===== config.mk =====
export PLATFORM = sky130hd
export DESIGN_NAME = owm_master
export DESIGN_NICKNAME = d
export VERILOG_FILES = /design/src/rtl/owm_pkg.sv /design/src/rtl/owm_dpath.sv /design/src/rtl/owm_ctrl.sv /design/src/rtl/owm_master.sv
export SDC_FILE = /design/constraint.sdc
export NUM_CORES = 1
export LEC_CHECK = 0
export BUFFER_PORTS_ARGS = -buffer_cell sky130_fd_sc_hd__clkbuf_2
export CAP_MARGIN = 10
export CORE_MARGIN = 1.5
export CORE_UTILIZATION = 45
export CTS_CLUSTER_DIAMETER = 150
export CTS_CLUSTER_SIZE = 24
export DETAILED_ROUTE_END_ITERATION = 10
export GPL_TIMING_DRIVEN = 0
export PLACE_DENSITY = 0.66
export SYNTH_ARGS = -nofsm -noshare
export SYNTH_HDL_FRONTEND = slang
export SYNTH_SLANG_ARGS = --single-unit

===== constraint.sdc =====
create_clock -name clk -period 4.3 [get_ports clk]
set_input_delay 0.215 -clock clk [delete_from_list [all_inputs] [get_ports clk]]
set_output_delay 0.215 -clock clk [all_outputs]
set_load 0.005 [all_outputs]

===== src/rtl/owm_pkg.sv =====
package owm_pkg;

  typedef enum logic [1:0] {
    OP_RESET   = 2'd0,
    OP_WRITE   = 2'd1,
    OP_READ    = 2'd2,
    OP_DEPOWER = 2'd3
  } owOp_e;

  // strobes from control to datapath
  typedef struct packed {
    logic load;      // capture length and write data, clear bit index
    logic clrRd;     // clear read register
    logic clrPres;   // clear presence and rise detector
    logic presWin;   // presence window open this cycle
    logic restart;   // restart the microsecond timer
    logic sampleRd;  // take the read bit now
    logic nextBit;   // advance to next bit
    logic setPull;   // enable strong pull-up
    logic clrPull;   // disable strong pull-up
  } owStrobe_t;

endpackage


===== src/rtl/owm_dpath.sv =====
module owm_dpath
  import owm_pkg::*;
#(
  parameter int CLK_PER_US = 200,
  parameter int US_W       = 9,
  parameter int DIV_W      = 8,
  parameter int MAX_BITS   = 8,
  parameter int LEN_W      = 3
) (
  input  logic                clk,
  input  logic                rstN,
  input  owStrobe_t           stb,
  input  logic [LEN_W-1:0]    cmdLen,
  input  logic [MAX_BITS-1:0] cmdData,
  input  logic                busIn,
  output logic [US_W-1:0]     usCnt,
  output logic                usTick,
  output logic                curBit,
  output logic                lastBit,
  output logic [MAX_BITS-1:0] rdData,
  output logic                presence,
  output logic                pullHi
);

  localparam logic [DIV_W-1:0] DIV_END = DIV_W'(CLK_PER_US - 1);

  logic [DIV_W-1:0]    divCnt;
  logic [LEN_W-1:0]    bitIdx;
  logic [LEN_W-1:0]    lenReg;
  logic [MAX_BITS-1:0] shReg;
  logic                sawHigh;

  assign usTick  = (divCnt == DIV_END);
  assign curBit  = shReg[0];
  assign lastBit = (bitIdx == lenReg);

  // microsecond timer
  always_ff @(posedge clk) begin
    if (!rstN) begin
      divCnt <= '0;
      usCnt  <= '0;
    end else if (stb.restart) begin
      divCnt <= '0;
      usCnt  <= '0;
    end else if (usTick) begin
      divCnt <= '0;
      usCnt  <= usCnt + 1'b1;
    end else begin
      divCnt <= divCnt + 1'b1;
    end
  end

  // bit sequencing, LSB first
  always_ff @(posedge clk) begin
    if (!rstN) begin
      bitIdx <= '0;
      lenReg <= '0;
      shReg  <= '0;
    end else if (stb.load) begin
      bitIdx <= '0;
      lenReg <= cmdLen;
      shReg  <= cmdData;
    end else if (stb.nextBit) begin
      bitIdx <= bitIdx + 1'b1;
      shReg  <= shReg >> 1;
    end
  end

  always_ff @(posedge clk) begin
    if (!rstN)             rdData <= '0;
    else if (stb.clrRd)    rdData <= '0;
    else if (stb.sampleRd) rdData[bitIdx] <= busIn;
  end

  // presence: a rise after release followed by a device pulling low
  always_ff @(posedge clk) begin
    if (!rstN || stb.clrPres) begin
      presence <= 1'b0;
      sawHigh  <= 1'b0;
    end else if (stb.presWin) begin
      if (busIn)        sawHigh  <= 1'b1;
      else if (sawHigh) presence <= 1'b1;
    end
  end

  always_ff @(posedge clk) begin
    if (!rstN)            pullHi <= 1'b0;
    else if (stb.clrPull) pullHi <= 1'b0;
    else if (stb.setPull) pullHi <= 1'b1;
  end

  a_r6_idx_bound: assert property (@(posedge clk) disable iff (!rstN)
    bitIdx <= lenReg);

  a_r2_pres_stable: assert property (@(posedge clk) disable iff (!rstN)
    (!stb.clrPres && !stb.presWin) |=> $stable(presence));

endmodule


===== src/rtl/owm_ctrl.sv =====
module owm_ctrl
  import owm_pkg::*;
#(
  parameter int US_W        = 9,
  parameter int RST_LOW_US  = 480,
  parameter int RST_REL_US  = 480,
  parameter int PRES_WIN_US = 60,
  parameter int SLOT_US     = 75,
  parameter int LOW1_US     = 2,
  parameter int LOW0_US     = 65,
  parameter int SAMPLE_US   = 13
) (
  input  logic            clk,
  input  logic            rstN,
  input  logic            cmdValid,
  input  logic [1:0]      cmdOp,
  input  logic            cmdPower,
  input  logic [US_W-1:0] usCnt,
  input  logic            usTick,
  input  logic            curBit,
  input  logic            lastBit,
  output owStrobe_t       stb,
  output logic            busy,
  output logic            done,
  output logic            drvLow
);

  localparam logic [US_W-1:0] RL_END  = US_W'(RST_LOW_US - 1);
  localparam logic [US_W-1:0] RR_END  = US_W'(RST_REL_US - 1);
  localparam logic [US_W-1:0] SL_END  = US_W'(SLOT_US - 1);
  localparam logic [US_W-1:0] SMP_END = US_W'(SAMPLE_US - 1);
  localparam logic [US_W-1:0] PW_LEN  = US_W'(PRES_WIN_US);
  localparam logic [US_W-1:0] L1_LEN  = US_W'(LOW1_US);
  localparam logic [US_W-1:0] L0_LEN  = US_W'(LOW0_US);

  typedef enum logic [1:0] {S_IDLE, S_RLOW, S_RREL, S_SLOT} ctrlState_e;

  ctrlState_e      state, nxt;
  owOp_e           op;
  logic            isRead, powerReq, doneNxt;
  logic [US_W-1:0] lowLen;

  assign op     = owOp_e'(cmdOp);
  assign busy   = (state != S_IDLE);
  assign lowLen = (isRead || curBit) ? L1_LEN : L0_LEN;

  always_comb begin
    stb     = '0;
    nxt     = state;
    doneNxt = 1'b0;
    drvLow  = 1'b0;
    unique case (state)
      S_IDLE: if (cmdValid) begin
        stb.clrPull = 1'b1;
        unique case (op)
          OP_RESET:   begin stb.restart = 1'b1; stb.clrPres = 1'b1; nxt = S_RLOW; end
          OP_WRITE:   begin stb.restart = 1'b1; stb.load = 1'b1; nxt = S_SLOT; end
          OP_READ:    begin stb.restart = 1'b1; stb.load = 1'b1; stb.clrRd = 1'b1; nxt = S_SLOT; end
          OP_DEPOWER: doneNxt = 1'b1;
        endcase
      end
      S_RLOW: begin
        drvLow = 1'b1;
        if (usTick && usCnt == RL_END) begin
          stb.restart = 1'b1;
          nxt = S_RREL;
        end
      end
      S_RREL: begin
        stb.presWin = (usCnt < PW_LEN);
        if (usTick && usCnt == RR_END) begin
          nxt = S_IDLE;
          doneNxt = 1'b1;
        end
      end
      S_SLOT: begin
        drvLow = (usCnt < lowLen);
        stb.sampleRd = isRead && usTick && (usCnt == SMP_END);
        if (usTick && usCnt == SL_END) begin
          if (lastBit) begin
            nxt = S_IDLE;
            doneNxt = 1'b1;
            stb.setPull = !isRead && powerReq;
          end else begin
            stb.nextBit = 1'b1;
            stb.restart = 1'b1;
          end
        end
      end
    endcase
  end

  always_ff @(posedge clk) begin
    if (!rstN) begin
      state    <= S_IDLE;
      done     <= 1'b0;
      isRead   <= 1'b0;
      powerReq <= 1'b0;
    end else begin
      state <= nxt;
      done  <= doneNxt;
      if (state == S_IDLE && cmdValid) begin
        isRead   <= (op == OP_READ);
        powerReq <= cmdPower;
      end
    end
  end

  a_r7_fall_done: assert property (@(posedge clk) disable iff (!rstN)
    $fell(busy) |-> done);

  a_r7_done_idle: assert property (@(posedge clk) disable iff (!rstN)
    done |-> !busy);

  a_r3_slot_bound: assert property (@(posedge clk) disable iff (!rstN)
    (state == S_SLOT) |-> (usCnt < US_W'(SLOT_US)));

endmodule


===== src/rtl/owm_master.sv =====
module owm_master
  import owm_pkg::*;
#(
  parameter int CLK_PER_US  = 200,
  parameter int RST_LOW_US  = 480,
  parameter int RST_REL_US  = 480,
  parameter int PRES_WIN_US = 60,
  parameter int SLOT_US     = 75,
  parameter int LOW1_US     = 2,
  parameter int LOW0_US     = 65,
  parameter int SAMPLE_US   = 13,
  parameter int MAX_BITS    = 8,
  localparam int LEN_W      = (MAX_BITS > 1) ? $clog2(MAX_BITS) : 1
) (
  input  logic                clk,
  input  logic                rstN,
  input  logic                cmdValid,
  input  logic [1:0]          cmdOp,
  input  logic [LEN_W-1:0]    cmdLen,
  input  logic [MAX_BITS-1:0] cmdData,
  input  logic                cmdPower,
  output logic                busy,
  output logic                done,
  output logic [MAX_BITS-1:0] rdData,
  output logic                presence,
  input  logic                busIn,
  output logic                busDrvLow,
  output logic                busPullHi
);

  localparam int US_MAX0 = (RST_LOW_US > RST_REL_US) ? RST_LOW_US : RST_REL_US;
  localparam int US_MAX  = (US_MAX0 > SLOT_US) ? US_MAX0 : SLOT_US;
  localparam int US_W    = $clog2(US_MAX + 1);
  localparam int DIV_W   = (CLK_PER_US > 1) ? $clog2(CLK_PER_US) : 1;

  owStrobe_t       stb;
  logic [US_W-1:0] usCnt;
  logic            usTick, curBit, lastBit;

  owm_ctrl #(
    .US_W(US_W), .RST_LOW_US(RST_LOW_US), .RST_REL_US(RST_REL_US),
    .PRES_WIN_US(PRES_WIN_US), .SLOT_US(SLOT_US), .LOW1_US(LOW1_US),
    .LOW0_US(LOW0_US), .SAMPLE_US(SAMPLE_US)
  ) uCtrl (
    .clk(clk), .rstN(rstN), .cmdValid(cmdValid), .cmdOp(cmdOp),
    .cmdPower(cmdPower), .usCnt(usCnt), .usTick(usTick), .curBit(curBit),
    .lastBit(lastBit), .stb(stb), .busy(busy), .done(done), .drvLow(busDrvLow)
  );

  owm_dpath #(
    .CLK_PER_US(CLK_PER_US), .US_W(US_W), .DIV_W(DIV_W),
    .MAX_BITS(MAX_BITS), .LEN_W(LEN_W)
  ) uDpath (
    .clk(clk), .rstN(rstN), .stb(stb), .cmdLen(cmdLen), .cmdData(cmdData),
    .busIn(busIn), .usCnt(usCnt), .usTick(usTick), .curBit(curBit),
    .lastBit(lastBit), .rdData(rdData), .presence(presence), .pullHi(busPullHi)
  );

  a_r9_no_fight: assert property (@(posedge clk) disable iff (!rstN)
    !(busDrvLow && busPullHi));

  a_r9_pull_idle: assert property (@(posedge clk) disable iff (!rstN)
    busPullHi |-> !busy);

endmodule


# == Word level (Yosys, flattened, before mapping) ==
# Cells that the tools add are included.
# totals
reg_bits,47
output_inout_bits,13
word_cells,100
# classes
addsub,3
magnitude_cmp,4
n_eq_ne,17
muxes,36
bitwise,2
n_reduce_logical,25
# ops
cell,n
2-to-1 mux 1 bit,17
2-to-1 mux 8 bit,2
2-to-1 mux 2 bit,6
OR reduction 2 bit,5
adder 9 x 1 -> 9 bit (second input constant),1
== test 9 x 4 -> 1 bit (second input constant),1
== test 9 x 7 -> 1 bit (second input constant),1
== test 9 bit (second input constant),1
less-than comparator 9 x 6 -> 1 bit (second input constant),1
less-than comparator 9 bit,1
2-to-1 mux 3 bit,3
adder 8 x 1 -> 8 bit (second input constant),1
bitwise mux 8 bit,1
== test 2 bit (second input constant),4
== test 8 bit (second input constant),1
case mux 2 bit (4 select lines),1
logical AND 1 bit,7
2-to-1 mux 7 bit,1
inequality test 2 x 1 -> 1 bit (second input constant),3
case mux 1 bit (3 select lines),2
AND reduction 6 bit,1
OR reduction 3 bit,2
== test 2 x 1 -> 1 bit (second input constant),2
logical NOT 2 bit,2
15 further kinds,20

# == Longest topological paths before layout ==
# Gate-level depths: netlist (run 1).
# logic_depth
ltp_word,7
depth_mapped,8
ltp_nobuf,7

# == Modules after synthesis ==
# A second synthesis (run 1) with hierarchy kept.
# hier_totals
cells_unflattened,290
hier_area_um2,2507.4
# by_module_without_submodules
module,n_inst,cells_each,area_per_inst_um2,seq_area_each_um2
owm_dpath,1,214,1914.3,840.8
owm_ctrl,1,76,593.1,100.1

# == Worst setup path after synthesis (run 1) ==
# Ideal clock, no wire load.
# synth_path
path_kind,reg2reg
start,register uDpath.divCnt[0]
end,register uDpath.rdData[1]
setup_time_ns,0.071
arrival_time_ns,2.219
required_time_ns,4.229
setup_slack_ns,2.010
stages_incl_launch_ff,9
synth_period_minus_slack_ns,2.290
path_cell_list,dfxtp_1 > ha_1 > nand4b_1 > or4_1 > buf_2 > or3_1 > clkbuf_2 > or4_1 > a21oi_1
# synth_between
elab_chain_len,4
# synth_lines
item,line,text
start: declaration,owm_dpath.sv:27,logic [DIV_W-1:0] divCnt;
start signal: assignment,owm_dpath.sv:49,divCnt <= divCnt + 1'b1;
== test 8 bit,owm_dpath.sv:33,assign usTick = (divCnt == DIV_END);
logical AND 1 bit (2 in series),owm_ctrl.sv:78,stb.sampleRd = isRead && usTick && (usCnt == SMP_END);
2-to-1 mux 3 bit,owm_ctrl.sv:52,unique case (state)
end signal: indexed assignment,owm_dpath.sv:72,else if (stb.sampleRd) rdData[bitIdx] <= busIn;
end: declaration,owm_dpath.sv:20,"output logic [MAX_BITS-1:0] rdData,"
# Every way passes these cells.
# A chain may end at the register's enable or synchronous reset.

# == Worst setup path after layout (run 1) ==
# layout_path
start,register uDpath.divCnt[0]
end,register uDpath.usCnt[2]
# layout_between
elab_chain_len,5
word_cells_on_any_way,7
# layout_lines
item,line,text
== test 8 bit (*),owm_dpath.sv:33,
logical AND 1 bit (on tied branches),"owm_ctrl.sv:79, owm_ctrl.sv:64",
2-to-1 mux 1 bit (on tied branches),"owm_ctrl.sv:79, owm_ctrl.sv:64",
case mux 1 bit (3 select lines),owm_ctrl.sv:52,
OR reduction 2 bit (no line),--,
end signal: assignment,owm_dpath.sv:47,usCnt <= usCnt + 1'b1;
end: declaration,owm_dpath.sv:16,"output logic [US_W-1:0] usCnt,"
# Mark *: on every way between the ends. The rest lies on a longest branch, timed or not.

==> results of run 1 <==
## power by group
| part | internal [µW] | leakage (µW) | switching, µW | total (µW) |
|---|---|---|---|---|
| combinational | 28.8 | 0.000577 | 41.7 | 70.5 |
| sequential | 447 | 0.000381 | 9.38 | 457 |
| clock | 188 | 0.0000612 | 145 | 333 |
| total | 664 | 0.00102 | 196 | 860 |
## per-stage QoR
stage	hold WS, ns	setup WS (ns)
5_1_grt	0.1372	1.552
6_report	0.1289	1.747
2_1_floorplan	0.3510	2.010
4_1_cts	0.1236	1.406
3_5_place_dp	0.4331	1.429
3_3_place_gp	0.4329	1.493
## synthesized netlist by cell type, types with 4 or more instances
master / instances / area (µm²)
dfxtp_1: 47 / 940.9
nor2_1: 31 / 116.4
nand2_1: 28 / 105.1
a21oi_1: 19 / 95.09
nand3_1: 18 / 90.09
ha_1: 11 / 137.6
inv_1: 10 / 37.54
xnor2_1: 9 / 78.83
xor2_1: 9 / 78.83
clkbuf_1: 7 / 26.28
o21ai_0: 7 / 35.03
or3_1: 7 / 43.79
a22oi_1: 5 / 37.54
and3_1: 5 / 31.28
mux2i_1: 5 / 50.05
a31oi_1: 4 / 25.02
nand4_1: 4 / 25.02
nor3_1: 4 / 20.02
## layout make-up
type	count	area share, %
multi-input cells	195	46.64
flip-flops and latches	47	36.31
repair buffers	30	5.794
well taps	67	3.235
clock buffers	6	3.187
plain buffers	12	1.883
inverters	11	1.593
clock inverters	2	1.352
## cell families after synthesis
logic type,after synthesis,synth area share [%]
buffers and inverters,23,4.023
adder cells (fa/ha/maj),11,6.145
XOR/XNOR,18,7.039
AO/OA/AOI/OAI,44,12.12
flip-flops,47,42.01
AND/OR/NAND/NOR,117,26.42
multiplexers,5,2.235
## registers in the layout, summed over array words and instances (netlist names)
| name | count |
|---|---|
| uCtrl.done | 1 |
| uCtrl.isRead | 1 |
| uCtrl.powerReq | 1 |
| uCtrl.state | 2 |
| uDpath.bitIdx | 3 |
| uDpath.divCnt | 8 |
| uDpath.lenReg | 3 |
| uDpath.presence | 1 |
| uDpath.pullHi | 1 |
| uDpath.rdData | 8 |
| uDpath.sawHigh | 1 |
| uDpath.shReg | 8 |
| uDpath.usCnt | 9 |
## worst max-delay path, stage by stage, from the launching register on
cell and delay, ns:
dfxtp_1 0.35, ha_1 0.24, nand4b_1 0.16, or3_1 0.48
or3b_1 0.43, clkbuf_1 0.26, o311ai_1 0.20, buf_2 0.28
nor2_1 0.07
## layout by cell type (no fill, tap or decap), drive strengths merged, types with 2 or more instances in the layout
cell / count
a21oi: 19
xor2: 9
clkbuf: 43
nor3: 4
nand3: 18
nand2b: 3
o21ai: 7
mux2i: 5
nor4: 3
a22oi: 5
nand4: 4
nor4b: 2
and4b: 2
nor2: 31
and3: 5
ha: 11
nor3b: 3
inv: 11
o21a: 3
dfxtp: 47
a31oi: 4
or3: 7
xnor2: 9
o211a: 2
or4: 2
nand2: 28
buf: 5
## layer usage
layer,part of all wire (%),vias to the layer above,GRT usage [%]
li1,-,996,-
met1,51,909,26.88
met2,44,33,26.73
met3,3.3,6,3.978
met4,1.4,0,5.967
met5,0,-,0
## worst max-delay path by stage
stage | slack (ns) | endpoint | startpoint
CTS | 1.41 | uDpath.usCnt[2] | uDpath.usCnt[1]
floorplan | 2.01 | uDpath.rdData[1] | uDpath.divCnt[0]
detailed placement | 1.43 | uDpath.divCnt[2] | uDpath.usCnt[1]
global route | 1.55 | uDpath.usCnt[0] | uDpath.divCnt[0]
global placement | 1.49 | uDpath.usCnt[1] | uDpath.usCnt[0]
finish | 1.75 | uDpath.usCnt[2] | uDpath.divCnt[0]
==> impl_metrics.py, run 1 <==
metrics = {
    "floorplan": {
        "die_y_um": 73.55,
        "die-width_um": 73.55,
        "floorplan.core_area_um2": 4755,
        "fp.dieArea_um2": 5409,
        "rows": 25,
        "i_o_pin_count": 31,
        "starting_density_of_the_core_pct": 47.11,
    },
    "yosys": {
        "yosysSeqAreaShare_pct": 42.01,
        "synth.lib_cells_used.distinct": 40,
        "syn_avg_cell_area_um2": 8.452,
        "post_synth_inst_count": 265,
        "synth_ff_type": "dfxtp_1",
        "syn-cell-area_um2": 2240,
        "ys_async_sr_fraction_pct": 0,
        "number_of_synthesized_flops_with_an_enable_pin": 0,
        "syn-num-nets": 294,
        "post_synthesis_register_bit_count": 47,
        "ys_warn_count": 0,
    },
    "cts": {
        "htree_num_levels": 2,
        "post_cts_resized": 0,
        "clock_sinks": 47,
        "cts_made_buffers": 5,
        "worstSkewPairLatency_ns": 0.30,
        "worst_setup_hold_path_clk_slew_ns": 0.08,
        "clock-root-buffer": "clkbuf_8",
        "post-cts-setup-buffers": 0,
        "ctsLongestPathBuffers": 2,
        "tritoncts_clock_tree": "yes",
        "cts_hold_buffers": 0,
    },
    "placement": {
        "gp_congestion": 0.8049,
        "dp_cells": 361,
        "place.port_buffers": 29,
        "dpl-instance-area_um2": 2469,
        "detailed_place_hpwl_mm": 3.345,
    },
    "routing": {
        "ant_nets": 0,
        "dr_total_vias": 1944,
        "route.detailed.drc": 0,
        "drtPass1Iterations": 4,
        "postRouteWirelength_mm": 4.624,
        "drt-wirelength-per-cell_um": 12.50,
        "initial_drt_markers": 104,
        "via_per_inst": 5.254,
    },
    "setup_path": {
        "worst_r2r_end": "uDpath.usCnt[2]",
        "timing.rr.start": "uDpath.divCnt[0]",
        "worst-r2r-cell-count": 8,
        "critPathKind": "register to register",
        "reg2reg_slack_ns": 1.75,
        "worst-endpoint-required_ns": 4.50,
        "worst_setup_end_kind": "register",
        "cp.arrival_ns": 2.75,
        "setup.worst_path.start_class": "register",
        "worst-path-max-fanout": 10,
    },
    "pwr": {
        "p_leak_uw": 0.001019,
        "power_per_cell_area_nw_per_um2": 332.0,
        "peakVddDrop_mv": 0.1979,
        "report.power.total_uw": 860.3,
    },
    "finish": {
        "finish.net_count": 331,
        "ratio_of_cells_with_drive_above_1_in_the_final_layout_pct": 14.19,
        "post_layout_nonfiller_instances": 370,
        "antenna_diodes": 0,
        "final_area_um2": 2591,
        "filler_cell_count": 500,
        "finish.utilization_pct": 54.50,
        "multiInputGateArea_um2": 1209,
        "layout.area.seq_um2": 940.9,
        "area_delta_synth_final_pct": 15.70,
    },
    "grt": {
        "number_of_antenna_violations_at_the_first_check_in_global_routing": 0,
        "largest_net_degree_at_the_start_of_global_routing": 15,
        "grt_pass1_wl_mm": 7.803,
        "grt-ovfl-total": 0,
        "number_of_global_route_vias_before_repair": 1673,
        "grt_usage_pct": 18.39,
    },
    "timing": {
        "finalHoldViolCount": 0,
        "maxSlewHeadroom_pct": 57.63,
        "max_slew.worst_pin.slew_ns": 0.6328,
        "share_of_the_cycle_needed_by_the_critical_path_after_routing_pct": 59.36,
        "maxClockFrequency_mhz": 391.8,
        "unrepaired_setup_endpoints_after_global_routing": "false",
        "final-max-slew-violation-count": 0,
        "setup_tns_ns": 0,
        "timing.final.setup_violations": 0,
        "timing.clock.skew_ns": 0.005843,
        "period_needed_ns": 2.553,
    },
    "run": {
        "drv.max_cap_violation_count": 0,
    },
    "outcome": {
        "status": "finished, final reports clean",
    },
    "worst_hold_path": {
        "min-delay-start": "cmdLen[2]",
        "holdCritPathClass": "input pin to register",
        "min_delay_path_depth": 3,
        "hold_path_end": "uDpath.lenReg[2]",
    },
}
(Power assumes the default switching activity.)
==> run 2: changes to the inputs <==
==> constraint.sdc (replaced) <==
create_clock -name clk -period 2.35 [get_ports clk]
set_input_delay 0.1175 -clock clk [delete_from_list [all_inputs] [get_ports clk]]
set_output_delay 0.1175 -clock clk [all_outputs]
set_load 0.005 [all_outputs]
==> run 2 against run 1 <==
Clock power is 83% higher. Maximum frequency rose by 10%. Clock-buffer cell count is the same. First-iteration DRC count grew 24%. Sequential cell count did not move. Non-clock buffer count up 2. Critical path type unchanged.
==> impl_metrics.py, run 2 (same netlist as run 1, synthesis figures left out) <==
metrics = {
    "routing": {
        "drtPass1Iterations": 4,
        "initial_drt_markers": 129,
        "via_per_inst": 5.210,
        "drt-wirelength-per-cell_um": 12.84,
        "dr_total_vias": 1938,
        "route.detailed.drc": 0,
        "postRouteWirelength_mm": 4.777,
        "ant_nets": 0,
    },
    "grt": {
        "largest_net_degree_at_the_start_of_global_routing": 15,
        "number_of_global_route_vias_before_repair": 1675,
        "grt-ovfl-total": 0,
        "grt_pass1_wl_mm": 7.893,
        "number_of_antenna_violations_at_the_first_check_in_global_routing": 0,
        "grt_usage_pct": 18.62,
    },
    "timing": {
        "unrepaired_setup_endpoints_after_global_routing": "true",
        "max_slew.worst_pin.slew_ns": 0.5062,
        "maxClockFrequency_mhz": 432.6,
        "period_needed_ns": 2.312,
        "final-max-slew-violation-count": 0,
        "share_of_the_cycle_needed_by_the_critical_path_after_routing_pct": 98.36,
        "finalHoldViolCount": 0,
        "timing.final.setup_violations": 0,
        "timing.clock.skew_ns": 0.006326,
        "maxSlewHeadroom_pct": 66.17,
        "fin_hold_ws_ns": 0.03339,
        "setup_tns_ns": 0,
    },
    "worst_hold_path": {
        "min-delay-start": "cmdLen[2]",
        "holdCritPathClass": "input pin to register",
    },
    "finish": {
        "ratio_of_cells_with_drive_above_1_in_the_final_layout_pct": 18.03,
        "largest-register": "uDpath.usCnt",
        "area_delta_synth_final_pct": 20.11,
        "finish.net_count": 333,
        "filler_cell_count": 482,
        "layout_commonest_cell": "dfxtp_1",
        "antenna_diodes": 0,
        "largest_reg_flops": 9,
        "final_cell_mix": "dfxtp_1 (45), nor2_1 (31), clkbuf_2 (30)",
    },
    "setup_path": {
        "worst_path_largest_cell_delay_ns": 0.61,
        "critPathKind": "register to register",
        "critPathLaunch": "uDpath.divCnt[0]",
        "worst-path-max-fanout": 8,
        "worst_setup_end_kind": "register",
        "cp.arrival_ns": 2.54,
        "timing.rr.start": "uDpath.divCnt[0]",
        "critical_path_buffer_and_inverter_count": 0,
        "reg2reg_slack_ns": 0.04,
        "timing.critical_path.slowest_stage_cell": "or4_4",
        "cp_common_cell": "or4_4",
        "worst-endpoint-required_ns": 2.58,
        "cp_top_family": "simple AND/OR/NAND/NOR gates",
        "setup.worst_path.start_class": "register",
        "crit_chain": "ha_4, nand4b_1, or4_4, or3_4, or4_4, a21oi_1",
    },
    "cts": {
        "htree_num_levels": 2,
        "cts_made_buffers": 5,
        "clock_sinks": 47,
        "worstSkewPairLatency_ns": 0.30,
        "worst_setup_hold_path_clk_slew_ns": 0.08,
        "tritoncts_clock_tree": "yes",
        "cts_hold_buffers": 0,
        "ctsLongestPathBuffers": 2,
        "clock-root-buffer": "clkbuf_8",
    },
    "pwr": {
        "peakVddDrop_mv": 0.3600,
        "power_frac_seq_pct": 52.9,
        "switching_share_pct": 22.99,
        "p_leak_uw": 0.001067,
        "intPower_uw": 1221,
        "power.combinational.fraction_pct": 8.6,
        "power_per_cell_area_nw_per_um2": 589.3,
        "clock_power_share_pct": 38.5,
        "power.net_switching_uw": 364.4,
    },
    "floorplan": {
        "rows": 25,
        "floorplan.core_area_um2": 4755,
        "fp.dieArea_um2": 5409,
        "die_y_um": 73.55,
        "starting_density_of_the_core_pct": 47.11,
        "die-width_um": 73.55,
        "i_o_pin_count": 31,
    },
    "placement": {
        "place.port_buffers": 29,
        "gp_congestion": 0.8049,
        "detailed_place_hpwl_mm": 3.345,
    },
    "outcome": {
        "status": "finished, final reports clean",
    },
    "run": {
        "drv.max_cap_violation_count": 0,
    },
}
[run 2: cell count changes in the layout (fill, tap and decap cells not counted), moves of 2 or more]
cell     previous run  this run
or4_1               2         0
buf_4               0         4
dfxtp_2             0         2
or4_4               0         2
buf_2               3         1
dfxtp_1            47        45
[run 2: repair_timing]
action	CTS	global route
cloned	0	0
setup endpoints to repair	23	22
buffers inserted	0	5
resized for setup	9	7
pin swaps	1	6
[run 2: metal layers]
| metal | vias to the layer above | share of wire [%] | GRT usage, % |
|---|---|---|---|
| li1 | 998 | - | - |
| met4 | 0 | 1.0 | 5.967 |
| met5 | - | 0 | 0 |
| met1 | 904 | 52 | 27.05 |
| met2 | 32 | 44 | 27.33 |
| met3 | 4 | 2.5 | 3.978 |
[run 2: layout make-up]
type | count | area (µm²) | area share (%)
multi-input combinational | 195 | 1277 | 47.49
sequential | 47 | 943.4 | 35.07
timing repair buffer | 34 | 186.4 | 6.930
tap | 67 | 83.83 | 3.116
clock buffer | 6 | 82.58 | 3.070
inverter | 11 | 41.29 | 1.535
buffer | 10 | 40.04 | 1.488
clock inverter | 2 | 35.03 | 1.302
[run 2: power groups by stage]
stage               sequential (µW)  combinational, µW  clock (µW)
floorplan                       850               86.0           0
global placement                854                128           0
detailed placement              854                130           0
CTS                             839                135         631
global route                    842                156         660
finish                          839                136         610
[run 2: worst paths after layout]
check | end | cells after the start
worst min-delay path | uDpath.lenReg[2] | 3
worst max register to register | uDpath.rdData[1] | 6
worst min register to register | uDpath.divCnt[0] | 1
worst max-delay path | uDpath.rdData[1] | 6
[run 2: per-stage QoR]
step / total power (µW) / utilization [%] / std cells / instance area, µm² / worst slack, ns
after CTS: 1606 / 55.29 / 368 / 2629 / 0.02267
after floorplan: 936.2 / - / 265 / 2240 / 0.05960
final: 1585 / 56.58 / 372 / 2690 / 0.03848
after global placement: 981.9 / 51.92 / 361 / 2469 / -0.4566
after global routing: 1659 / 56.58 / 372 / 2690 / -0.04314
after detailed placement: 984.2 / 51.92 / 361 / 2469 / -0.5213
[run 2: worst register-to-register path, delay by kind of cell, from the launching register on]
| kind | cells | cell delay [ns] |
|---|---|---|
| and+or+nand+nor | 4 | 1.62 |
| AOI/OAI and AO/OA | 1 | 0.12 |
| adders and majority gates | 1 | 0.15 |
| DFF | 1 | 0.36 |
